`src/rtl/pit_pkg.sv`:
```
package pit_pkg;

  typedef enum logic [2:0] {
    M_INTR    = 3'd0,
    M_ONESHOT = 3'd1,
    M_RATE    = 3'd2,
    M_SQUARE  = 3'd3,
    M_SWSTRB  = 3'd4,
    M_HWSTRB  = 3'd5
  } mode_e;

  typedef enum logic [1:0] {
    ST_IDLE = 2'd0,
    ST_LOAD = 2'd1,
    ST_WAIT = 2'd2,
    ST_RUN  = 2'd3
  } state_e;

  // codes 6 and 7 alias the two periodic modes
  function automatic mode_e norm_mode(input logic [2:0] code);
    case (code)
      3'd6:    return M_RATE;
      3'd7:    return M_SQUARE;
      default: return mode_e'(code);
    endcase
  endfunction

  function automatic logic gate_started(input mode_e m);
    return (m == M_ONESHOT) || (m == M_HWSTRB);
  endfunction

endpackage

```
`src/rtl/pit_rst_sync.sv`:
```
module pit_rst_sync #(
  parameter int STAGES = 2
) (
  input  logic clk,
  input  logic rst_n,
  output logic rst_sync_n
);
  logic [STAGES-1:0] sync_q;

  always_ff @(posedge clk or negedge rst_n) begin
    if (!rst_n) sync_q <= '0;
    else        sync_q <= {sync_q[STAGES-2:0], 1'b1};
  end

  assign rst_sync_n = sync_q[STAGES-1];
endmodule

```
`src/rtl/pit_gate_edge.sv`:
```
module pit_gate_edge (
  input  logic clk,
  input  logic rst_n,
  input  logic gate_in,
  input  logic tick,
  input  logic clr,
  output logic trig
);
  logic gate_q;
  logic pend_q, pend_n;
  logic rise;

  assign rise = gate_in & ~gate_q;
  assign trig = pend_q | rise;

  always_comb begin
    pend_n = pend_q;
    if (clr)       pend_n = 1'b0;
    else if (tick) pend_n = 1'b0;
    else if (rise) pend_n = 1'b1;
  end

  always_ff @(posedge clk or negedge rst_n) begin
    if (!rst_n) begin
      gate_q <= 1'b0;
      pend_q <= 1'b0;
    end else begin
      gate_q <= gate_in;
      pend_q <= pend_n;
    end
  end
endmodule

```
`src/rtl/pit_decr.sv`:
```
module pit_decr #(
  parameter int CNT_W = 16
) (
  input  logic [CNT_W-1:0] val,
  input  logic             bcd,
  input  logic             step2,
  output logic [CNT_W-1:0] res
);
  localparam int DIGITS = CNT_W / 4;

  logic [DIGITS-1:0][1:0] bor;
  logic [CNT_W-1:0]       bcd_res;
  logic [CNT_W-1:0]       bin_res;

  assign bor[0]  = step2 ? 2'd2 : 2'd1;
  assign bin_res = val - {{(CNT_W-2){1'b0}}, bor[0]};

  for (genvar g = 0; g < DIGITS; g++) begin : g_dig
    logic [4:0] diff;
    assign diff = {1'b0, val[4*g +: 4]} - {3'b000, bor[g]};
    assign bcd_res[4*g +: 4] = diff[4] ? (diff[3:0] + 4'd10) : diff[3:0];
    if (g < DIGITS - 1) begin : g_chain
      assign bor[g+1] = {1'b0, diff[4]};
    end
  end

  assign res = bcd ? bcd_res : bin_res;
endmodule

```
`src/rtl/pit_core.sv`:
```
module pit_core
  import pit_pkg::*;
#(
  parameter int CNT_W = 16
) (
  input  logic             clk,
  input  logic             rst_n,
  input  logic             tick,
  input  logic             gate_in,
  input  logic             trig,
  input  logic             wr_stb,
  input  logic [2:0]       mode_sel,
  input  logic             bcd_sel,
  input  logic [CNT_W-1:0] wr_val,
  input  logic [CNT_W-1:0] dec,
  output logic [CNT_W-1:0] cnt,
  output logic             out_q_o,
  output logic             bcd_o,
  output logic             step2_o,
  output mode_e            mode_o,
  output state_e           state_o
);
  state_e           state_q, state_n;
  mode_e            mode_q,  mode_n;
  logic             bcd_q,   bcd_n;
  logic [CNT_W-1:0] rld_q,   rld_n;
  logic [CNT_W-1:0] cnt_q,   cnt_n;
  logic             out_q,   out_n;
  logic             extra_q, extra_n;
  logic             done_q,  done_n;

  logic [CNT_W-1:0] rld_even;
  logic             dec_zero, dec_one, cnt_one;
  mode_e            wr_mode;

  assign rld_even = {rld_q[CNT_W-1:1], 1'b0};
  assign dec_zero = (dec == '0);
  assign dec_one  = (dec == CNT_W'(1));
  assign cnt_one  = (cnt_q == CNT_W'(1));
  assign wr_mode  = norm_mode(mode_sel);

  always_comb begin
    state_n = state_q;
    mode_n  = mode_q;
    bcd_n   = bcd_q;
    rld_n   = rld_q;
    cnt_n   = cnt_q;
    out_n   = out_q;
    extra_n = extra_q;
    done_n  = done_q;
    if (wr_stb) begin
      mode_n  = wr_mode;
      bcd_n   = bcd_sel;
      rld_n   = wr_val;
      extra_n = 1'b0;
      done_n  = 1'b0;
      state_n = gate_started(wr_mode) ? ST_WAIT : ST_LOAD;
      out_n   = (wr_mode != M_INTR);
    end else if (tick) begin
      case (state_q)
        ST_LOAD: begin
          state_n = ST_RUN;
          out_n   = 1'b1;
          case (mode_q)
            M_INTR: begin
              cnt_n = rld_q;
              out_n = 1'b0;
            end
            M_SQUARE: begin
              cnt_n   = rld_even;
              extra_n = rld_q[0];
            end
            default: cnt_n = rld_q;
          endcase
        end
        ST_WAIT: begin
          if (trig) begin
            state_n = ST_RUN;
            cnt_n   = rld_q;
            done_n  = 1'b0;
            out_n   = (mode_q != M_ONESHOT);
          end
        end
        ST_RUN: begin
          case (mode_q)
            M_INTR: begin
              if (gate_in) begin
                cnt_n = dec;
                if (dec_zero) out_n = 1'b1;
              end
            end
            M_ONESHOT: begin
              if (trig) begin
                cnt_n = rld_q;
                out_n = 1'b0;
              end else begin
                cnt_n = dec;
                if (dec_zero) out_n = 1'b1;
              end
            end
            M_RATE: begin
              if (trig) begin
                cnt_n = rld_q;
                out_n = 1'b1;
              end else if (gate_in) begin
                if (cnt_one) begin
                  cnt_n = rld_q;
                  out_n = 1'b1;
                end else begin
                  cnt_n = dec;
                  out_n = !dec_one;
                end
              end
            end
            M_SQUARE: begin
              if (trig) begin
                cnt_n   = rld_even;
                out_n   = 1'b1;
                extra_n = rld_q[0];
              end else if (gate_in) begin
                if (extra_q) begin
                  extra_n = 1'b0;
                end else if (dec_zero) begin
                  out_n   = !out_q;
                  cnt_n   = rld_even;
                  extra_n = !out_q & rld_q[0];
                end else begin
                  cnt_n = dec;
                end
              end
            end
            M_SWSTRB: begin
              if (gate_in) begin
                cnt_n = dec;
                out_n = !(dec_zero && !done_q);
                if (dec_zero) done_n = 1'b1;
              end
            end
            M_HWSTRB: begin
              if (trig) begin
                cnt_n  = rld_q;
                out_n  = 1'b1;
                done_n = 1'b0;
              end else begin
                cnt_n = dec;
                out_n = !(dec_zero && !done_q);
                if (dec_zero) done_n = 1'b1;
              end
            end
            default: ;
          endcase
        end
        default: ;
      endcase
    end
  end

  always_ff @(posedge clk or negedge rst_n) begin
    if (!rst_n) begin
      state_q <= ST_IDLE;
      mode_q  <= M_INTR;
      bcd_q   <= 1'b0;
      rld_q   <= '0;
      cnt_q   <= '0;
      out_q   <= 1'b1;
      extra_q <= 1'b0;
      done_q  <= 1'b0;
    end else begin
      state_q <= state_n;
      mode_q  <= mode_n;
      bcd_q   <= bcd_n;
      rld_q   <= rld_n;
      cnt_q   <= cnt_n;
      out_q   <= out_n;
      extra_q <= extra_n;
      done_q  <= done_n;
    end
  end

  assign cnt     = cnt_q;
  assign out_q_o = out_q;
  assign bcd_o   = bcd_q;
  assign step2_o = (mode_q == M_SQUARE);
  assign mode_o  = mode_q;
  assign state_o = state_q;
endmodule

```
`src/rtl/pit_channel.sv`:
```
module pit_channel
  import pit_pkg::*;
#(
  parameter int CNT_W = 16
) (
  input  logic             clk,
  input  logic             rst_n,
  input  logic             tick,
  input  logic             gate_in,
  input  logic [2:0]       mode_sel,
  input  logic             bcd_sel,
  input  logic             wr_stb,
  input  logic [CNT_W-1:0] wr_val,
  output logic [CNT_W-1:0] count_out,
  output logic             out_pin
);
  logic             rst_sync_n;
  logic             trig;
  logic [CNT_W-1:0] dec;
  logic             out_q;
  logic             bcd_cur;
  logic             step2;
  mode_e            cur_mode;
  state_e           cur_state;
  logic             gate_force;

  pit_rst_sync #(.STAGES(2)) rst_i (
    .clk        (clk),
    .rst_n      (rst_n),
    .rst_sync_n (rst_sync_n)
  );

  pit_gate_edge edge_i (
    .clk     (clk),
    .rst_n   (rst_sync_n),
    .gate_in (gate_in),
    .tick    (tick),
    .clr     (wr_stb),
    .trig    (trig)
  );

  pit_decr #(.CNT_W(CNT_W)) decr_i (
    .val   (count_out),
    .bcd   (bcd_cur),
    .step2 (step2),
    .res   (dec)
  );

  pit_core #(.CNT_W(CNT_W)) core_i (
    .clk      (clk),
    .rst_n    (rst_sync_n),
    .tick     (tick),
    .gate_in  (gate_in),
    .trig     (trig),
    .wr_stb   (wr_stb),
    .mode_sel (mode_sel),
    .bcd_sel  (bcd_sel),
    .wr_val   (wr_val),
    .dec      (dec),
    .cnt      (count_out),
    .out_q_o  (out_q),
    .bcd_o    (bcd_cur),
    .step2_o  (step2),
    .mode_o   (cur_mode),
    .state_o  (cur_state)
  );

  assign gate_force = (cur_state == ST_RUN) && !gate_in &&
                      ((cur_mode == M_RATE) || (cur_mode == M_SQUARE));
  assign out_pin    = out_q | gate_force;
endmodule

```
`config.mk`:
```
export PLATFORM = sky130hd
export DESIGN_NAME = pit_channel
export DESIGN_NICKNAME = d
export VERILOG_FILES = /design/src/rtl/pit_pkg.sv /design/src/rtl/pit_rst_sync.sv /design/src/rtl/pit_gate_edge.sv /design/src/rtl/pit_decr.sv /design/src/rtl/pit_core.sv /design/src/rtl/pit_channel.sv
export SDC_FILE = /design/constraint.sdc
export NUM_CORES = 1
export LEC_CHECK = 0
export ABC_AREA = 1
export CORE_ASPECT_RATIO = 1.75
export CORE_MARGIN = 5
export CORE_UTILIZATION = 50
export DETAILED_ROUTE_END_ITERATION = 8
export MAX_ROUTING_LAYER = met4
export PLACE_DENSITY = 0.72
export RECOVER_POWER = 50
export SLEW_MARGIN = 10
export SYNTH_ARGS = -nofsm -noshare
export SYNTH_HDL_FRONTEND = slang
export SYNTH_SLANG_ARGS = --single-unit
```
`constraint.sdc`:
```
create_clock -name clk -period 1.7 [get_ports clk]
set_input_delay 0.34 -clock clk [delete_from_list [all_inputs] [get_ports clk]]
set_output_delay 0.34 -clock clk [all_outputs]
set_load 0.05 [all_outputs]
```
# Yosys cells after proc, flatten, opt, wreduce, memory -nomap -nowiden
# Index checks and enable logic that the tools add are counted.
# Widths: inputs -> output; s select.
# totals
regBits,45
input_bits,25
out_inout_bits,17
word_cells,149
# op_classes
addsub,9
eq_ne,33
mux,63
n_bitwise,6
n_reduce_logical,27
# op_table
op,n
$mux 16,11
$pmux 16 s4,1
$pmux 16 s3,1
$mux 1,34
$eq 16x1->1 const B,2
$reduce_bool 3->1,6
$add 4x4->4 const B,4
$logic_not 16->1,1
$mux 4,4
$ne 4x3->1 const B,4
$sub 16x2->16,1
$eq 3x3->1 const B,5
$ne 5x4->1 const B,3
$sub 4x1->5,3
$mux 2,5
$ne 5x3->1 const B,2
$reduce_and 10->1,1
$reduce_and 5->1,2
$reduce_and 9->1,1
$ne 4x4->1 const B,2
$ne 8x2->1 const B,1
$eq 3x1->1 const B,2
$eq 3x2->1 const B,2
$ne 3x2->1 const B,2
other kinds (23),38

# Longest topological paths before layout
# Gate-level depths: netlist (run 1).
# depth
ltp_word,18
mapped_depth,41
ltp_nobuf,40

# Modules after synthesis
# From an unflattened synthesis (run 1), not the netlist that was laid out.
# unflattened
cells_unflattened,705
hier_area_um2,4465.5
# by_module_without_submodules
mod,n_inst,cells_each,area_each_um2,seq_area_each_um2
pit_core,1,497,3295.7,1027.2
pit_decr,1,188,1002.2,0.0
pit_gate_edge,1,10,87.6,50.0
pit_rst_sync,1,3,53.8,50.0
pit_channel,1,7,26.3,0.0

# Worst setup path after synthesis (run 1)
# Ideal clock, no wire load.
# synth_timing
kind,register -> register
start,"register core_i.mode_q[2], in the netlist core_i.mode_o[2]"
end,"register core_i.cnt_q[13], in the netlist core_i.cnt[13]"
arrival_time_ns,5.016
t_required_ns,1.578
path_slack_ns,-3.438
path_stages_with_launch,40
synth_period_minus_slack_ns,5.138
path_cell_list,dfrtp_1 inv_1 nand2_1 nor2_1 clkbuf_1 inv_1 ha_1 inv_1 fa_1 inv_1 nand2_4 inv_2 ha_1 ha_1 nand2_1 inv_1 ha_1 ha_1 [4 not listed] nand2_1 nand2_1 ha_1 o21ai_0 nand3_1 nand3_1 nand2_1 nor2_1 nand2_1 inv_2 nand3_4 nand2_4 buf_6 nand2_1 nand3_1 nand2_1 nand2_1 a21oi_2
# synth_via
elab_chain_len,16
word_cells_on_any_way,41
# synth_lines
element,line_no,source
from (decl),pit_core.sv:24,"mode_e mode_q, mode_n;"
from (signal assigned),pit_core.sv:170,mode_q <= mode_n;
$eq 3x2->1,"pit_core.sv:85, pit_core.sv:183",
$mux 2,pit_decr.sv:15,assign bor[0] = step2 ? 2'd2 : 2'd1;
$sub 4x2->5,pit_decr.sv:20,"assign diff = {1'b0, val[4*g +: 4]} - {3'b000, bor[g]};"
$sub 4x1->5 (3 in a row),pit_decr.sv:20,
$add 4x4->4,pit_decr.sv:21,assign bcd_res[4*g +: 4] = diff[4] ? (diff[3:0] + 4'd10) : diff[3:0];
$mux 4,pit_decr.sv:21,
$mux 16,pit_decr.sv:27,assign res = bcd ? bcd_res : bin_res;
$logic_not 16->1,pit_core.sv:37,assign dec_zero = (dec == '0);
$mux 16,pit_core.sv:123,end else if (dec_zero) begin
$mux 16,pit_core.sv:121,if (extra_q) begin
$mux 16,pit_core.sv:120,end else if (gate_in) begin
$mux 16,pit_core.sv:116,if (trig) begin
$pmux 16 s4,pit_core.sv:85,case (mode_q)
$pmux 16 s3,pit_core.sv:60,case (state_q)
to (signal assigned),pit_core.sv:173,cnt_q <= cnt_n;
to (decl),pit_core.sv:27,"logic [CNT_W-1:0] cnt_q, cnt_n;"
# Several ways; a longest one is shown, not always the timed one. The select of a mux whose other input is x is not followed.
# A chain may end at the register's enable or synchronous reset.

# Worst setup path after layout (run 1)
# layout_timing
start,"register core_i.mode_q[2], in the netlist core_i.mode_o[2]"
end,"register core_i.cnt_q[4], in the netlist core_i.cnt[4]"
# The elaborated chain is that of the path after synthesis.

==> results of run 1 <==
-- where the power goes --
part	leakage (uW)	internal, uW	switching [uW]
combinational	0.00290	2200	2750
sequential	0.000517	1280	191
clock	0.0000744	556	468
total	0.00349	4040	3410
-- worst max-delay path, delay by kind of cell, from the launching register on --
family	cells	cell delay (ns)
adder cells (fa/ha/maj)	9	1.56
AND/OR/NAND/NOR	16	1.30
buffers and inverters	9	0.69
flip-flops	1	0.39
AO/OA/AOI/OAI	2	0.31
-- per-layer routing --
| layer | global-route usage, % | routed length (microns) | vias to the layer above |
|---|---|---|---|
| met5 | - | 0 | - |
| met4 | 22.0 | 1250 | 0 |
| met3 | 3.11 | 870 | 91 |
| met2 | 58.4 | 9300 | 268 |
| met1 | 32.8 | 6050 | 2675 |
| li1 | - | - | 2673 |
-- sequential cells by signal, indices dropped and copies added, names as in the netlist, 2 cells and up --
name	count
core_i.cnt	16
core_i.mode_o	3
core_i.rld_q	16
core_i.state_o	2
rst_i.sync_q	2
-- layout by cell type, fill, tap and decap left out, drive strengths merged, types with 2 or more instances in the layout --
master,n
buf,200
nand2,194
inv,106
a21oi,74
nand3,69
nor2,56
o21ai,47
dfrtp,44
clkdlybuf4s50,23
ha,16
clkbuf,8
nand4,7
a221oi,6
clkinv,6
o221ai,5
nor3,4
o31ai,4
o211ai,3
a21boi,3
a2111oi,2
xor2,2
a31oi,2
-- area by class of cell --
cell class | instances | area, sq um | share of cell area, %
inverters | 109 | 430 | 6.23
clock inverters | 3 | 26.3 | 0.380
multi-input cells | 507 | 3100 | 44.9
clock buffers | 5 | 125 | 1.81
repair buffers | 227 | 1930 | 28.0
well taps | 117 | 146 | 2.12
flip-flops and latches | 45 | 1150 | 16.6
-- cells by family (layout without fill, tap and decap cells) --
group	Yosys count	count (layout)	synth area share, %
adders and majority gates	17	17	5.04
other	1	1	0.0859
AOI/OAI and AO/OA	153	153	20.7
and+or+nand+nor	333	333	35.4
buffers and inverters	134	344	12.3
xor gates and xnor gates	3	3	0.602
DFF	45	45	25.8
-- repair_timing --
action / CTS / global route
cloned: 1 / 0
setup endpoints to repair: 21 / 21
setup buffers: 19 / 11
pin swaps: 22 / 31
gates resized for setup: 40 / 36
hold buffers: 0 / 0
-- final timing paths --
| kind | start | end | slack (ns) |
|---|---|---|---|
| worst max-delay path | core_i.mode_o[2] | core_i.cnt[4] | -2.63 |
| worst min-delay path | rst_n | rst_i.sync_q[1] | 0.26 |
| worst max register to register | core_i.mode_o[2] | core_i.cnt[4] | -2.63 |
| worst min register to register | rst_i.sync_q[1] | core_i.rld_q[0] | 0.33 |
| max in group asynchronous | rst_i.sync_q[1] | core_i.cnt[2] | 0.49 |
| min in group clk | rst_i.sync_q[0] | rst_i.sync_q[1] | 0.37 |
-- per-stage QoR --
step	instances	setup TNS, ns	worst slack (ns)	utilization, %
finish	1013	-46.73	-2.63	80.2
global route	1013	-51.43	-2.86	80.2
CTS	1006	-43.93	-2.45	77.8
detailed placement	978	-48.14	-2.68	72.9
global placement	978	-45.77	-2.56	72.9
floorplan	686	-47.64	-2.67	-
==> flow_summary.json, run 1 <==
{
  "synth_seq_area_share_pct": 25.8,
  "hp-class": "in2async",
  "ys_warn_count": 0,
  "critPathKind": "reg2reg",
  "synth_top_area_share_pct": 25.2,
  "area_delta_synth_final_pct": 58.1,
  "cts_buffers": 5,
  "ant_nets": 0,
  "yosysMostFrequentCell": "nand2_1",
  "nets": 937,
  "final_cell_area_sq_um": 6910,
  "ys_ff_latch": 45,
  "violations": "negative setup slack",
  "die_h_microns": 134,
  "start_kind": "flop",
  "insertion_delay_ns": 0.30,
  "setup_ws_ns": -2.63,
  "vias": 5707,
  "cp_slowest_cell": "dfrtp_1",
  "ys_async_sr_fraction_pct": 100,
  "cap_violations": 0,
  "finClkSkew_ns": 0.00648,
  "clk_pin_slew_ns": 0.07,
  "placed_area_sq_um": 6280,
  "irDropWorstVdd_v": 0.000790,
  "gr-total-overflow": 0,
  "power_density_nw_per_um2": 1080,
  "layout_min_cycle_time_ns": 4.33,
  "drive_gt1_share_pct": 38.5,
  "p_leak_uw": 0.00349,
  "io_buffers": 41,
  "pin_count": 42,
  "diodes": 0,
  "grt_pass1_wl_microns": 27000,
  "antenna_found_initial": 0,
  "drt_iter0_drc": 409,
  "clock_path_buffers": 2,
  "synth_edf_count": 0,
  "row_count": 45,
  "avgSynthCellArea_sq_um": 6.37,
  "postRouteWirelength_microns": 17500,
  "cts_tree": "built",
  "htreeDepth": 2,
  "dr.pass1.iters": 5,
  "end_kind": "flop",
  "rsz0062_at_grt": "true",
  "reg2reg_depth": 36,
  "synth_area_leader_cell": "dfrtp_1",
  "crit_top_cell": "ha_4",
  "status": "finished with violations",
  "final_max_slew_viol_count": 0,
  "cts-root-buf": "clkbuf_16",
  "timing.final.hold_violations": 0,
  "syn_area_sq_um": 4370,
  "whs_ns": 0.261,
  "fin_crit_sh_pct": 255,
  "maxSlewHeadroom_pct": 47.8,
  "worst_path_largest_cell_delay_ns": 0.39,
  "tightestPinTransition_ns": 0.783,
  "syn_nets": 728,
  "drc": 0,
  "fmax_mhz": 231,
  "synth_area_leaders": "dfrtp_1 25%, nand2_1 16%, inv_1 8.9%",
  "required_ns": 1.91,
  "finalSetupViolations": 20,
  "routed_via_density": 5.63,
  "die-area_sq_um": 10800,
  "core_sq_um": 8610,
  "synthTopCellsByCount": "182 x nand2_1, 103 x inv_1, 65 x a21oi_1, 58 x nand3_1, 48 x nor2_1",
  "initial_core_util_pct": 50.7,
  "gp_congestion": 1.01,
  "dp_hpwl_microns": 12800,
  "ys_types": 50,
  "crit_arrival_ns": 4.54,
  "grt_util_all_layers_pct": 32.8,
  "die_w_microns": 80.7,
  "numClockSinks": 45,
  "synth_flop_cell": "dfrtp_1",
  "nFillCells": 655,
  "grt_pass1_vias": 5789,
  "netlist_instances": 686,
  "wl_per_cell_microns": 17.2,
  "total_power_uw": 7450,
  "crit_fanout": 7,
  "grt_max_degree": 32
}
No activity file was read; power rests on OpenSTA's default activity.
==> inputs of run 2 (changes only) <==
- CORE_UTILIZATION: 50 -> 25
- PLACE_DENSITY: 0.72 -> 0.42
==> flow_summary.json, run 2 (synthesized netlist as in run 1, its figures left out) <==
{
  "io_buffers": 41,
  "grt_pass1_wl_microns": 27500,
  "final_cell_mix": "185 x buf_4, 163 x nand2_1, 92 x inv_1, 58 x a21oi_1, 43 x o21ai_0",
  "fmax_mhz": 233,
  "start_kind": "flop",
  "initial_core_util_pct": 25.1,
  "nets": 948,
  "crit_top_cell": "ha_4",
  "cts_tree": "built",
  "area_delta_synth_final_pct": 67.6,
  "grt_max_degree": 31,
  "row_count": 64,
  "routed_via_density": 4.67,
  "timing.rr.start": "core_i.mode_o[2]",
  "final_max_slew_viol_count": 0,
  "r2r-end": "core_i.cnt[2]",
  "gp_congestion": 0.894,
  "wl_per_cell_microns": 15.5,
  "dr.pass1.iters": 4,
  "multi_input_area_sq_um": 3160,
  "grt_pass1_vias": 5411,
  "ff_latch_area_sq_um": 1150,
  "timing.final.hold_violations": 0,
  "vias": 5314,
  "crit_end": "core_i.cnt[2]",
  "diodes": 0,
  "numClockSinks": 45,
  "finalSetupViolations": 20,
  "critPathKind": "reg2reg",
  "core_sq_um": 17400,
  "reg2reg_depth": 38,
  "cts-root-buf": "clkbuf_16",
  "clock_path_buffers": 2,
  "drc": 0,
  "dp_hpwl_microns": 13600,
  "irDropWorstVdd_v": 0.000503,
  "insertion_delay_ns": 0.31,
  "status": "finished with violations",
  "p_leak_uw": 0.00363,
  "nFillCells": 1827,
  "finClkSkew_ns": 0.0106,
  "rsz0062_at_grt": "true",
  "fin_crit_sh_pct": 253,
  "tightestPinTransition_ns": 0.748,
  "end_kind": "flop",
  "cp_slowest_cell": "dfrtp_1",
  "drive_gt1_share_pct": 40.5,
  "hp-class": "in2async",
  "worst_path_largest_cell_delay_ns": 0.37,
  "clk_pin_slew_ns": 0.08,
  "r2r_slack_ns": -2.59,
  "die_w_microns": 110,
  "maxSlewHeadroom_pct": 50.2,
  "gr-total-overflow": 0,
  "cap_violations": 0,
  "layout_min_cycle_time_ns": 4.29,
  "fin_tns_setup_ns": -46.13,
  "place_ws_ns": -2.62,
  "antenna_found_initial": 0,
  "ant_nets": 0,
  "crit_arrival_ns": 4.52,
  "layout_commonest_cell": "buf_4",
  "pin_count": 42,
  "setup_ws_ns": -2.59,
  "total_power_uw": 7680,
  "worstSetupStartpoint": "core_i.mode_o[2]",
  "postRouteWirelength_microns": 17600,
  "cts_buffers": 5,
  "power_density_nw_per_um2": 1050,
  "crit_fanout": 7,
  "die-area_sq_um": 20300,
  "required_ns": 1.93,
  "die_h_microns": 185,
  "htreeDepth": 2,
  "violations": "negative setup slack",
  "drt_iter0_drc": 306,
  "grt_util_all_layers_pct": 17.9
}
[run 2: changes by cell type in the layout (fill, tap and decap cells not counted), sizes merged]
cell	before	now
buf	200	212
clkinv	6	4
clkinvlp	0	1
bufinv	0	1
clkbuf	8	7
dlymetal6s2s	0	1
clkdlybuf4s50	23	22
[run 2: what timing repair did]
item / in CTS / in global routing
setup endpoints to repair: 20 / 22
hold buffers: 0 / 0
resized for setup: 37 / 55
cloned: 2 / 2
pin swaps: 25 / 41
buffers inserted: 19 / 11
[run 2: per-layer routing]
layer	GRT usage (%)	share of wire [%]
met1	18.4	38
met2	33.4	56
met3	1.74	2.1
met4	7.79	3.8
met5	-	0
[run 2: how the worst min path moves through the flow]
stage,endpoint,cells after the start,slack (ns),from
final,rst_i.sync_q[1],1,0.25,rst_n
after global routing,rst_i.sync_q[1],1,0.25,rst_n
after detailed placement,core_i.rld_q[10],0,0.20,rst_i.sync_q[1]
after CTS,rst_i.sync_q[0],1,0.18,rst_n
after floorplan,rst_i.sync_q[0],0,0.04,rst_n
after global placement,core_i.rld_q[10],0,0.20,rst_i.sync_q[1]
[run 2: final cells by class]
| cell class | instances | share of cell area [%] |
|---|---|---|
| Timing Repair Buffer | 238 | 29.1 |
| Inverter | 109 | 5.83 |
| Multi-Input combinational cell | 507 | 43.1 |
| Clock inverter | 3 | 0.632 |
| Tap cell | 231 | 3.95 |
| Sequential cell | 45 | 15.7 |
| Clock buffer | 5 | 1.71 |
[run 2: per-stage QoR]
step / std cells / utilization [%] / area [sq um] / hold WS [ns]
floorplan: 686 / - / 4560 / 0.0444
global placement: 1099 / 37.6 / 6540 / 0.197
detailed placement: 1099 / 37.6 / 6540 / 0.198
CTS: 1127 / 40.5 / 7030 / 0.175
global route: 1138 / 42.1 / 7320 / 0.250
finish: 1138 / 42.1 / 7320 / 0.248
[run 2: where the power goes]
group          internal, uW  leakage (uW)  switching (uW)
clock                   698     0.0000800             496
sequential             1280      0.000517             177
combinational          2350       0.00303            2690
[run 2: worst max-delay path: cells and delay by family (launching register included)]
kind / cells / cell delay [ns]
flops: 1 / 0.37
simple gates: 17 / 1.24
fa+ha+maj: 9 / 1.49
buf+inv: 9 / 0.67
compound gates: 3 / 0.41
==> inputs of run 3 (changes only) <==
- ABC_AREA: 1 -> 0
- PLACE_DENSITY: 0.42 -> 0.43
==> flow_summary.json, run 3 <==
{
  "ys_ff_latch": 45,
  "pin_count": 42,
  "r2r_slack_ns": -3.31,
  "synth_seq_area_share_pct": 29.5,
  "core_sq_um": 15000,
  "avgSynthCellArea_sq_um": 8.36,
  "syn_nets": 499,
  "ctsHoldBuffers": 0,
  "hp-class": "in2async",
  "drive_gt1_share_pct": 41.7,
  "critPathKind": "reg2reg",
  "ys_types": 70,
  "rsz0062_at_grt": "true",
  "reg2reg_depth": 28,
  "row_count": 59,
  "grt_util_all_layers_pct": 18.3,
  "area_delta_synth_final_pct": 63.1,
  "synth_edf_count": 0,
  "whs_ns": 0.263,
  "antenna_found_initial": 0,
  "io_buffers": 41,
  "total_power_uw": 7560,
  "fin_tns_setup_ns": -59.25,
  "routed_via_density": 5.35,
  "drt_iter0_drc": 280,
  "cts-root-buf": "clkbuf_16",
  "htreeDepth": 2,
  "yosysMostFrequentCell": "o21ai_0",
  "final_cells": 823,
  "grt_use_met3_pct": 1.29,
  "ys_warn_count": 0,
  "nets": 681,
  "grt_pass1_wl_microns": 24800,
  "status": "finished with violations",
  "nFillCells": 1483,
  "wl_per_cell_microns": 19.0,
  "syn_area_sq_um": 3820,
  "start_kind": "flop",
  "gp_congestion": 0.925,
  "cap_violations": 0,
  "insertion_delay_ns": 0.30,
  "setup_ws_ns": -3.31,
  "grt_max_degree": 44,
  "fin_crit_sh_pct": 295,
  "fmax_mhz": 199,
  "gr-max-usage-layer": "met2",
  "die-area_sq_um": 18000,
  "layout_min_cycle_time_ns": 5.01,
  "synth_area_leader_cell": "dfrtp_1",
  "worst_path_largest_cell_delay_ns": 0.41,
  "p_leak_uw": 0.00269,
  "gr-total-overflow": 0,
  "layout_commonest_cell": "buf_4",
  "vias": 4402,
  "end_kind": "flop",
  "timing.final.hold_violations": 0,
  "finalSetupViolations": 20,
  "final_max_slew_viol_count": 0,
  "crit_top_cell": "ha_4",
  "netlist_instances": 457,
  "cts_buffers": 5,
  "crit_arrival_ns": 5.23,
  "ys_async_sr_fraction_pct": 100,
  "synth_top_area_share_pct": 28.8,
  "postRouteWirelength_microns": 15600,
  "ant_nets": 0,
  "initial_core_util_pct": 25.5,
  "synth_area_leaders": "dfrtp_1 29%, o21ai_0 6.0%, mux2_2 5.6%",
  "grt_util_met1_pct": 17.4,
  "synth_flop_cell": "dfrtp_1",
  "cts_tree": "built",
  "die_h_microns": 174,
  "grt_use_met2_pct": 34.4,
  "dp_hpwl_microns": 12300,
  "die_w_microns": 103,
  "final_cell_mix": "144 x buf_4, 40 x dfrtp_1, 39 x o21ai_0, 32 x nor2_1, 31 x nand2_1",
  "required_ns": 1.92,
  "tightestPinTransition_ns": 1.17,
  "clk_pin_slew_ns": 0.07,
  "r2r-end": "core_i.out_q_o",
  "clock_path_buffers": 2,
  "synthTopCellsByCount": "46 x o21ai_0, 44 x dfrtp_1, 35 x nor2_1, 31 x nand2_1, 26 x a21oi_1",
  "timing.rr.start": "core_i.mode_o[1]",
  "place_ws_ns": -3.37,
  "irDropWorstVdd_v": 0.000522,
  "grt_pass1_vias": 4775,
  "power_density_nw_per_um2": 1210,
  "diodes": 0,
  "dr.pass1.iters": 5,
  "numClockSinks": 45,
  "finClkSkew_ns": 0.00597,
  "place_inst": 794,
  "violations": "negative setup slack",
  "drc": 0,
  "crit_fanout": 6,
  "maxSlewHeadroom_pct": 22.0,
  "cp_slowest_cell": "dfrtp_1"
}
[run 3: changes by cell type in the layout (fill, tap and decap cells not counted), sizes merged, moves of 8 or more]
cell,delta
buf,-35
a21oi,-48
nand2b,+11
nand2,-162
nor3,+11
mux2i,+13
nor2,-21
o22ai,+8
mux2,+19
inv,-83
nand3,-54
[run 3: through the flow]
step	utilization (%)	cell area (sq um)
2_1_floorplan	-	3980
3_3_place_gp	38.1	5720
3_5_place_dp	38.1	5720
4_1_cts	41.0	6150
5_1_grt	41.6	6230
6_report	41.6	6230
[run 3: repair_timing]
| item | 4_1_cts | 5_1_grt |
|---|---|---|
| gates resized for setup | 38 | 15 |
| pin swaps | 17 | 9 |
| gates cloned | 1 | 0 |
| setup endpoints to repair | 22 | 23 |
| buffers inserted | 15 | 6 |
| hold endpoints to repair | 0 | 0 |
[run 3: cells by family after synthesis]
kind of cell	count (synthesis)	share of synthesized area, %
AOI/OAI and AO/OA	150	26.3
xor gates and xnor gates	10	2.29
adders and majority gates	17	5.76
buffers and inverters	53	5.66
DFF	45	29.5
muxes	32	9.00
other	1	0.0981
and+or+nand+nor	149	21.3
[run 3: how the worst max path moves through the flow]
stage | start | endpoint | cells past startpoint | slack [ns]
after global routing | core_i.mode_o[1] | core_i.out_q_o | 28 | -3.60
after CTS | core_i.mode_o[1] | core_i.cnt[8] | 27 | -3.30
final | core_i.mode_o[1] | core_i.out_q_o | 28 | -3.31
after detailed placement | core_i.mode_o[0] | core_i.cnt[5] | 25 | -3.37
after floorplan | core_i.mode_o[1] | core_i.cnt[6] | 31 | -3.56
after global placement | core_i.mode_o[0] | core_i.cnt[8] | 27 | -3.20
[run 3: layer usage]
| metal | routed length, microns | up-vias | part of all wire, % |
|---|---|---|---|
| met4 | 737 | 0 | 4.7 |
| met5 | 0 | - | 0 |
| li1 | - | 2095 | - |
| met2 | 9110 | 135 | 58 |
| met1 | 5410 | 2123 | 35 |
| met3 | 381 | 49 | 2.4 |
[run 3: worst max-delay path: cells and delay by family, from the launching register on]
family,cells,cell delay [ns]
flops,1,0.41
xor+xnor,1,0.06
simple gates,9,1.60
buf+inv,4,0.39
mux,1,0.21
fa+ha+maj,9,1.67
compound gates,4,0.61
[run 3: layout make-up]
| class | instances | area (sq um) | area share [%] |
|---|---|---|---|
| Clock buffer | 5 | 125 | 2.01 |
| Clock inverter | 3 | 46.3 | 0.743 |
| Inverter | 24 | 92.6 | 1.49 |
| Multi-Input combinational cell | 360 | 2760 | 44.2 |
| Sequential cell | 45 | 1130 | 18.2 |
| Tap cell | 183 | 229 | 3.67 |
| Timing Repair Buffer | 203 | 1850 | 29.7 |
[run 3: power breakdown]
group          internal, uW  switching [uW]
Sequential             1270             186
Clock                   697             461
Combinational          2440            2500
